File: config.mk
export PLATFORM = sky130hd
export DESIGN_NAME = status_dbuf
export DESIGN_NICKNAME = d
export VERILOG_FILES = /design/src/rtl/status_dbuf.sv
export SDC_FILE = /design/constraint.sdc
export NUM_CORES = 1
export LEC_CHECK = 0
export ABC_CLOCK_PERIOD_IN_PS = 1150
export BUFFER_PORTS_ARGS = -buffer_cell sky130_fd_sc_hd__buf_2
export CAP_MARGIN = 20
export CORE_ASPECT_RATIO = 1.75
export CORE_MARGIN = 3
export CORE_UTILIZATION = 55
export CTS_CLUSTER_SIZE = 12
export DETAILED_ROUTE_END_ITERATION = 8
export GPL_ROUTABILITY_DRIVEN = 0
export PLACE_DENSITY_LB_ADDON = 0.2
export SLEW_MARGIN = 20
export SYNTH_ARGS = -nofsm -noshare
export SYNTH_HDL_FRONTEND = slang
export SYNTH_SLANG_ARGS = --single-unit
File: constraint.sdc
create_clock -name clk -period 1.15 [get_ports clk]
set_input_delay 0.23 -clock clk [delete_from_list [all_inputs] [get_ports clk]]
set_output_delay 0.23 -clock clk [all_outputs]
set_load 0.05 [all_outputs]
File: src/rtl/status_dbuf.sv
module status_dbuf #(
  parameter int CH = 4
) (
  input  logic            clk,
  input  logic            rst_n,
  input  logic            shift_in,
  input  logic            wr_sel_a,
  input  logic            rd_sel_a,
  input  logic            rd_cur,
  input  logic [CH-1:0]   chan_en,
  input  logic [CH-1:0]   chan_fired,
  output logic [2*CH-1:0] rd_data
);
  localparam int W = 2 * CH;
  localparam int HALVES = 2;

  logic shift_q;
  logic cap;
  logic [W-1:0] word_in;
  logic [HALVES-1:0][W-1:0] cur_w;
  logic [HALVES-1:0][W-1:0] prev_w;

  assign word_in = {chan_fired, chan_en};
  assign cap = shift_in & ~shift_q;

  always_ff @(posedge clk) begin
    if (!rst_n) shift_q <= 1'b0;
    else        shift_q <= shift_in;
  end

  for (genvar h = 0; h < HALVES; h++) begin : g_half
    logic sel;
    logic [W-1:0] cur_q, prev_q;
    assign sel = (h == 0) ? wr_sel_a : ~wr_sel_a;

    always_ff @(posedge clk) begin
      if (!rst_n) begin
        cur_q  <= '0;
        prev_q <= '0;
      end else if (cap && sel) begin
        prev_q <= cur_q;
        cur_q  <= word_in;
      end
    end

    assign cur_w[h]  = cur_q;
    assign prev_w[h] = prev_q;
  end

  logic rh;
  assign rh = ~rd_sel_a;
  assign rd_data = rd_cur ? cur_w[rh] : prev_w[rh];

  logic [W-1:0] a_cur, a_prev, b_cur, b_prev;
  assign a_cur  = cur_w[0];
  assign a_prev = prev_w[0];
  assign b_cur  = cur_w[1];
  assign b_prev = prev_w[1];
endmodule


# Word level (Yosys, flattened, before mapping)
# Cells that the tools add are included.
[word_totals]
regBits = 33
latchBits = 0
mem_bits_rw = 0
mem_bits_ro = 0
inputBits = 14
output_inout_bits = 8
mem_count = 0
[op_classes]
add_sub_neg = 0
mul = 0
div_mod_pow = 0
order_cmp = 1
eq_ne = 0
n_shift = 0
n_mux = 5
bitwise_logic = 4
n_reduce_logical = 2
[op_table]
columns = ["cell", "n"]
rows = [
  ["$mux 8", 5],
  ["$not 1->1", 3],
  ["$logic_and 1x1->1", 2],
  ["$lt 1x2->1 const B", 1],
  ["$and 1x1->1", 1],
]

# Longest topological paths before layout
# Gate-level depths: netlist (run 1).
[depth]
depth_word = 4
ltp_mapped = 4
ltp_nobuf = 2

# Worst setup path before layout (run 1)
# OpenSTA, ideal clock, no wires.
[synth_path]
kind = "input-to-output"
start = "input rd_cur"
end = "output rd_data[0]"
arrival_ns = 1.024
required_ns = 0.920
setup_slack_ns = -0.104
path_stages = 2
path_cell_list = "buf_6 -> mux4_2"
[synth_via]
elab_chain_len = 1
[synth_rtl]
columns = ["item", "line", "source"]
rows = [
  ["start: declaration", "9", "input logic rd_cur,"],
  ["$mux 8", "52", "assign rd_data = rd_cur ? cur_w[rh] : prev_w[rh];"],
  ["end: declaration", "12", "output logic [2*CH-1:0] rd_data"],
]
# Every way passes these cells.

# Worst setup path in the final report (run 1)
[layout_path]
start = "register g_half[0].cur_q[7] (netlist: a_cur[7])"
end = "output rd_data[7]"
[layout_via]
elab_chain_len = 3
[layout_rtl]
columns = ["item", "line", "source"]
rows = [
  ["start: declaration", "33", "logic [W-1:0] cur_q, prev_q;"],
  ["start signal: assignment", "42", "cur_q <= word_in;"],
  ["$mux 8 (not written as such) (2 in a row)", "52", ""],
  ["$mux 8", "52", ""],
]
# Every way passes these cells. The select of a mux whose other input is x is not followed.

==> metrics.cfg, run 1 <==
[run_status]
outcome = finished with violations
violations = setup timing

[setup_path]
cp.required_ps = 920
path_cells = mux4_2, buf_6
timing_worst_setup_path_type = flop to output pin
cp-end-kind = output pin
reg2reg_setup_slack_ps = 80
cp_max_fo = 2
slowest_delay_ps = 470
r2r_cells = 3
start_kind = flop
worstPathArrival_ps = 1240
worst_r2r_startpoint = shift_q
timing.rr.end = b_prev[0]
cpMaxStageDelayCell = mux4_2

[worst_hold_path]
holdPathEnd = shift_q
hold-path-cell-count = 2
hp-start = shift_in
hold_path_class = input port to flop

[logic_synthesis]
yosys_warnings = 0
yosysUniqueCellTypes = 13
ys_ff_latch = 33
ys_top_cells_by_count = nand2_1 (40), dfxtp_1 (33), mux2i_1 (32)
synth_area_leaders = dfxtp_1 (46%), mux2i_1 (22%), mux4_2 (13%), nand2_1 (10%), buf_6 (2.4%)
yosys.area.top_type = dfxtp_1
synth_fp_nets = 141
syn_inst = 127
synth_edf_count = 0
synth-seq-area-share = 0.460
yosysMostFrequentCell = nand2_1
synthesis.area_um2 = 1440
async_flop_share = 0
avgSynthCellArea_um2 = 11.3
synth_top_area_frac = 0.460
synth_ff_type = dfxtp_1

[placement]
hpwl_mm = 1.87
place_area_um2 = 1560
dpl_worst_slack_ps = -278
portBuffers = 21

[global_routing]
grt_max_degree = 42
grt_pass1_vias = 1078
grt_pass1_wl_mm = 4.57
antenna_found_initial = 0
grt.total_usage = 0.195
grt_overflow = 0

[power]
max-vdd-ir-drop_mv = 1.20
p_seq_frac = 0.509
p_comb_frac = 0.119
p_leak_nw = 0.756
p_clk_frac = 0.372
internal-power_mw = 1.79
switchingPower_mw = 0.563
power_density_nw_per_um2 = 1370
swShare = 0.240

[route]
dr.pass1.iters = 4
detailedRoute.firstIterationViolations = 21
drc = 0
vias = 992
drtAntennaViolNets = 0
routed_wl_mm = 2.60
wire_per_inst_um = 14.8
vias_per_cell = 5.64

[layout]
nets = 165
design_area_um2 = 1710
area_delta_synth_final_pct = 19.4
antenna_cells = 0
layout-drive-gt1-share = 0.285

[die]
die_x_um = 44.6
dieHeight_um = 73.6
rows = 23
coreArea_um2 = 2390
dieArea_um2 = 3280
start_util = 0.601
ios = 22

[clocking]
clockBufferDepth = 2
cts_sinks = 33
cts_tree = yes
clk_pin_slew_ps = 60
cts-buffers-inserted = 5
cts-root-buf = clkbuf_8
cts_setup_buffers = 0
clk_latency_ps = 280
cts-htree-levels = 2

[timing]
fin_crit_ps = 1470
fmax_mhz = 679
finClkSkew_ps = 4.27
rsz0062_at_grt = yes
worstMarginPinSlew_ps = 256
period_share = 1.28
max_slew_margin = 0.829
setup_viol_count_final = 8
hold_viol = 0
worst_slack_ps = -323
final_max_slew_viol_count = 0

[run]
maxCapViolCount = 0

## metal layers
metal,global-route usage,vias to the layer above,routed length [um]
met2,0.326,25,1360
met1,0.207,479,1010
met4,0.0872,0,68
li1,-,480,-
met5,0,-,0
met3,0.0809,8,163
## registers in the layout (all words and copies together), names as in the netlist
name and count:
a_cur 8, a_prev 8, b_cur 8, b_prev 8, shift_q 1
## area by class of cell
type	instances	area, um^2
Multi-Input combinational cell	83	683
Tap cell	25	31.3
Fill cell	172	674
Sequential cell	33	661
Clock buffer	7	86.3
Timing Repair Buffer	28	253
## worst max-delay path by stage
stage                  to     start  slack, ps  cells past startpoint
2_1_floorplan  rd_data[0]    rd_cur        -70                      2
3_3_place_gp   rd_data[5]    rd_cur       -270                      4
3_5_place_dp   rd_data[4]    rd_cur       -280                      4
4_1_cts        rd_data[4]  a_cur[4]       -330                      2
5_1_grt        rd_data[4]  a_cur[4]       -360                      2
6_report       rd_data[7]  a_cur[7]       -320                      2
## kinds of logic (layout without fill, tap and decap cells)
logic type	count (synthesis)	after routing	synth area share
mux	40	40	0.349
flops	33	33	0.460
buf+inv	11	35	0.0680
simple gates	43	43	0.123
## placed cells by master (no fill, tap or decap), drive strengths merged
| cell | count |
|---|---|
| nor3b | 1 |
| clkbuf | 7 |
| and2 | 1 |
| mux4 | 8 |
| mux2i | 32 |
| buf | 28 |
| nand3b | 1 |
| dfxtp | 33 |
| nand2 | 40 |
## worst max-delay path: cells and delay by family, from the launching register on
kind / cells / cell delay [ps]
flip-flops: 1 / 320
buffers and inverters: 1 / 170
multiplexers: 1 / 470
## repair_timing
action                     4_1_cts  5_1_grt
setup endpoints to repair        8       19
hold buffers                     0        0
pin swaps                        0        1
resized for setup               16        3
## stage by stage
step | utilization | power (mW) | hold WS, ps | instances | setup TNS [ps]
CTS | 0.712 | 2.37 | 183 | 176 | -2570
finish | 0.718 | 2.35 | 187 | 176 | -2520
detailed placement | 0.655 | 1.48 | 450 | 169 | -2160
global route | 0.718 | 2.43 | 201 | 176 | -2750
global placement | 0.655 | 1.47 | 441 | 169 | -2080
floorplan | - | 1.42 | 352 | 127 | -576
## power by group through the flow
stage / logic, mW / registers (mW) / clock network (mW)
after floorplan: 0.205 / 1.22 / 0
after global placement: 0.255 / 1.22 / 0
after detailed placement: 0.262 / 1.22 / 0
after CTS: 0.278 / 1.20 / 0.893
after global routing: 0.303 / 1.20 / 0.931
final: 0.280 / 1.20 / 0.873
No activity file was read; power rests on OpenSTA's default activity.
==> run 2: changes to the inputs <==
- BUFFER_PORTS_ARGS: -buffer_cell sky130_fd_sc_hd__buf_2 -> -buffer_cell sky130_fd_sc_hd__clkbuf_2
- GPL_TIMING_DRIVEN: not set -> 0
==> run 2 against run 1 <==
  * The flow still finishes with violations (setup timing)
  * Largest power group unchanged
  * Clock power fell by 8.1%
  * Setup slack got worse by 9.0 ps
  * Via count is 4.6% higher
  * Non-clock buffer count increased by 4
  * Wire length grew 9.3%
  * Clock skew is essentially flat
  * Sequential share of layout area decreased by 0.52 points
  * Utilization rose by 1.7 points
  * Power is 2.2% lower
  * Combinational power is 6% higher
  * Critical path depth is the same
==> metrics.cfg, run 2 (synthesis gave the netlist of run 1 again) <==
[clocking]
cts_tree = yes
cts-htree-levels = 2  ; unchanged
cts_sinks = 33  ; unchanged
clk_latency_ps = 270  ; about the same
clockBufferDepth = 2  ; unchanged
cts-root-buf = clkbuf_8
clk_pin_slew_ps = 60  ; about the same
ctsHoldBuffers = 0  ; unchanged
cts-buffers-inserted = 5  ; unchanged

[timing]
worst_slack_ps = -332  ; -9.02 ps
rsz0062_at_grt = yes
fmax_mhz = 675  ; -0.61%
max_slew_margin = 0.829  ; about the same
final_max_slew_viol_count = 0  ; unchanged
finClkSkew_ps = 4.20  ; -0.0778 ps
period_share = 1.29  ; +0.00784
setup_viol_count_final = 8  ; unchanged
worstMarginPinSlew_ps = 257  ; +1.51 ps
hold_viol = 0  ; unchanged
fin_crit_ps = 1480  ; +9.02 ps

[run_status]
violations = setup timing
outcome = finished with violations

[die]
die_x_um = 44.6  ; unchanged
coreArea_um2 = 2390  ; unchanged
dieHeight_um = 73.6  ; unchanged
start_util = 0.601  ; unchanged
ios = 22  ; unchanged
dieArea_um2 = 3280  ; unchanged
rows = 23  ; unchanged

[route]
vias = 1038  ; +4.6%
dr.pass1.iters = 4  ; unchanged
drc = 0  ; unchanged
vias_per_cell = 5.73  ; +1.7%
routed_wl_mm = 2.84  ; +9.3%
wire_per_inst_um = 15.7  ; +6.2%
detailedRoute.firstIterationViolations = 16  ; -24%
drtAntennaViolNets = 0  ; unchanged

[power]
max-vdd-ir-drop_mv = 0.888  ; -26%
p_leak_nw = 0.775  ; +2.5%
power_density_nw_per_um2 = 1310  ; -4.5%

[global_routing]
grt_max_degree = 11  ; -74%
grt_pass1_wl_mm = 4.83  ; +5.8%
grt.total_usage = 0.206  ; +0.0110
grt_overflow = 0  ; unchanged
grt_pass1_vias = 1097  ; +1.8%
antenna_found_initial = 0  ; unchanged

[layout]
final_core_util = 0.734  ; +0.0168
multi_input_area_um2 = 677  ; -0.92%
nets = 169  ; +2.4%
layout-drive-gt1-share = 0.321  ; +0.0357
register_area_um2 = 667  ; +0.95%
fillCellCount = 197  ; +15%
final_common_cell = nand2_1
area_delta_synth_final_pct = 22.2
mostFrequentLayoutCells = nand2_1 (40), mux2i_1 (32), dfxtp_1 (28)
antenna_cells = 0  ; unchanged

[setup_path]
cp_max_fo = 2  ; unchanged
cp-end-kind = output pin
timing_worst_setup_path_type = flop to output pin
cp.required_ps = 920  ; about the same
start_kind = flop
worstPathArrival_ps = 1250  ; about the same

[placement]
portBuffers = 18  ; -14%
hpwl_mm = 2.00  ; +6.8%
dpl_worst_slack_ps = -192  ; +86.1 ps

[run]
maxCapViolCount = 0  ; unchanged

[worst_hold_path]
hold_path_class = input port to flop

run 2: cell types whose count changed in the layout (fill, tap and decap cells not counted), moves of 3 or more:
cell / change
dfxtp_2: +5
dfxtp_1: -5
clkbuf_2: +11
buf_8: +9
clkbuf_1: +3
buf_2: -9
buf_6: -8
run 2: stage by stage:
stage / setup TNS, ps / instance area [um^2] / cells / power, mW / hold slack [ps]
after floorplan: -576 / 1440 / 127 / 1.42 / 352
after global placement: -1380 / 1570 / 170 / 1.48 / 439
after detailed placement: -1420 / 1570 / 170 / 1.49 / 456
after CTS: -2710 / 1730 / 180 / 2.31 / 182
after global routing: -2840 / 1750 / 181 / 2.39 / 199
final: -2600 / 1750 / 181 / 2.30 / 186
run 2: area by class of cell:
class	instances	area share
timing repair buffer	21	0.110
multi-input combinational	83	0.386
sequential	33	0.380
clock buffer	8	0.0456
tap	25	0.0178
buffer	11	0.0606
run 2: critical path, stage by stage (launching register included):
cell and delay (ps):
dfxtp_2 320, mux4_2 490, buf_8 170
run 2: routing by layer:
metal / share of wire / GRT usage
met1: 0.37 / 0.202
met2: 0.57 / 0.386
met3: 0.037 / 0.0490
met4: 0.018 / 0.0906
met5: 0 / 0
run 2: final timing paths:
check,from,end,slack [ps],cells past startpoint
worst max-delay path,a_cur[5],rd_data[5],-330,2
worst min-delay path,shift_in,shift_q,190,2
worst max register to register,shift_q,b_prev[5],90,4
worst min register to register,b_prev[1],b_prev[1],460,2
run 2: what timing repair did:
| action | CTS | global route |
|---|---|---|
| endpoints found under the setup margin | 9 | 9 |
| gates resized for setup | 17 | 12 |
| pin swaps | 0 | 1 |
| buffers inserted | 2 | 1 |
run 2: report_power, final:
part           leakage (nW)  internal (mW)  switching [mW]  total (mW)
Combinational         0.465          0.142           0.154       0.296
Clock                0.0395          0.429           0.373       0.802
Sequential            0.270           1.18          0.0171        1.20
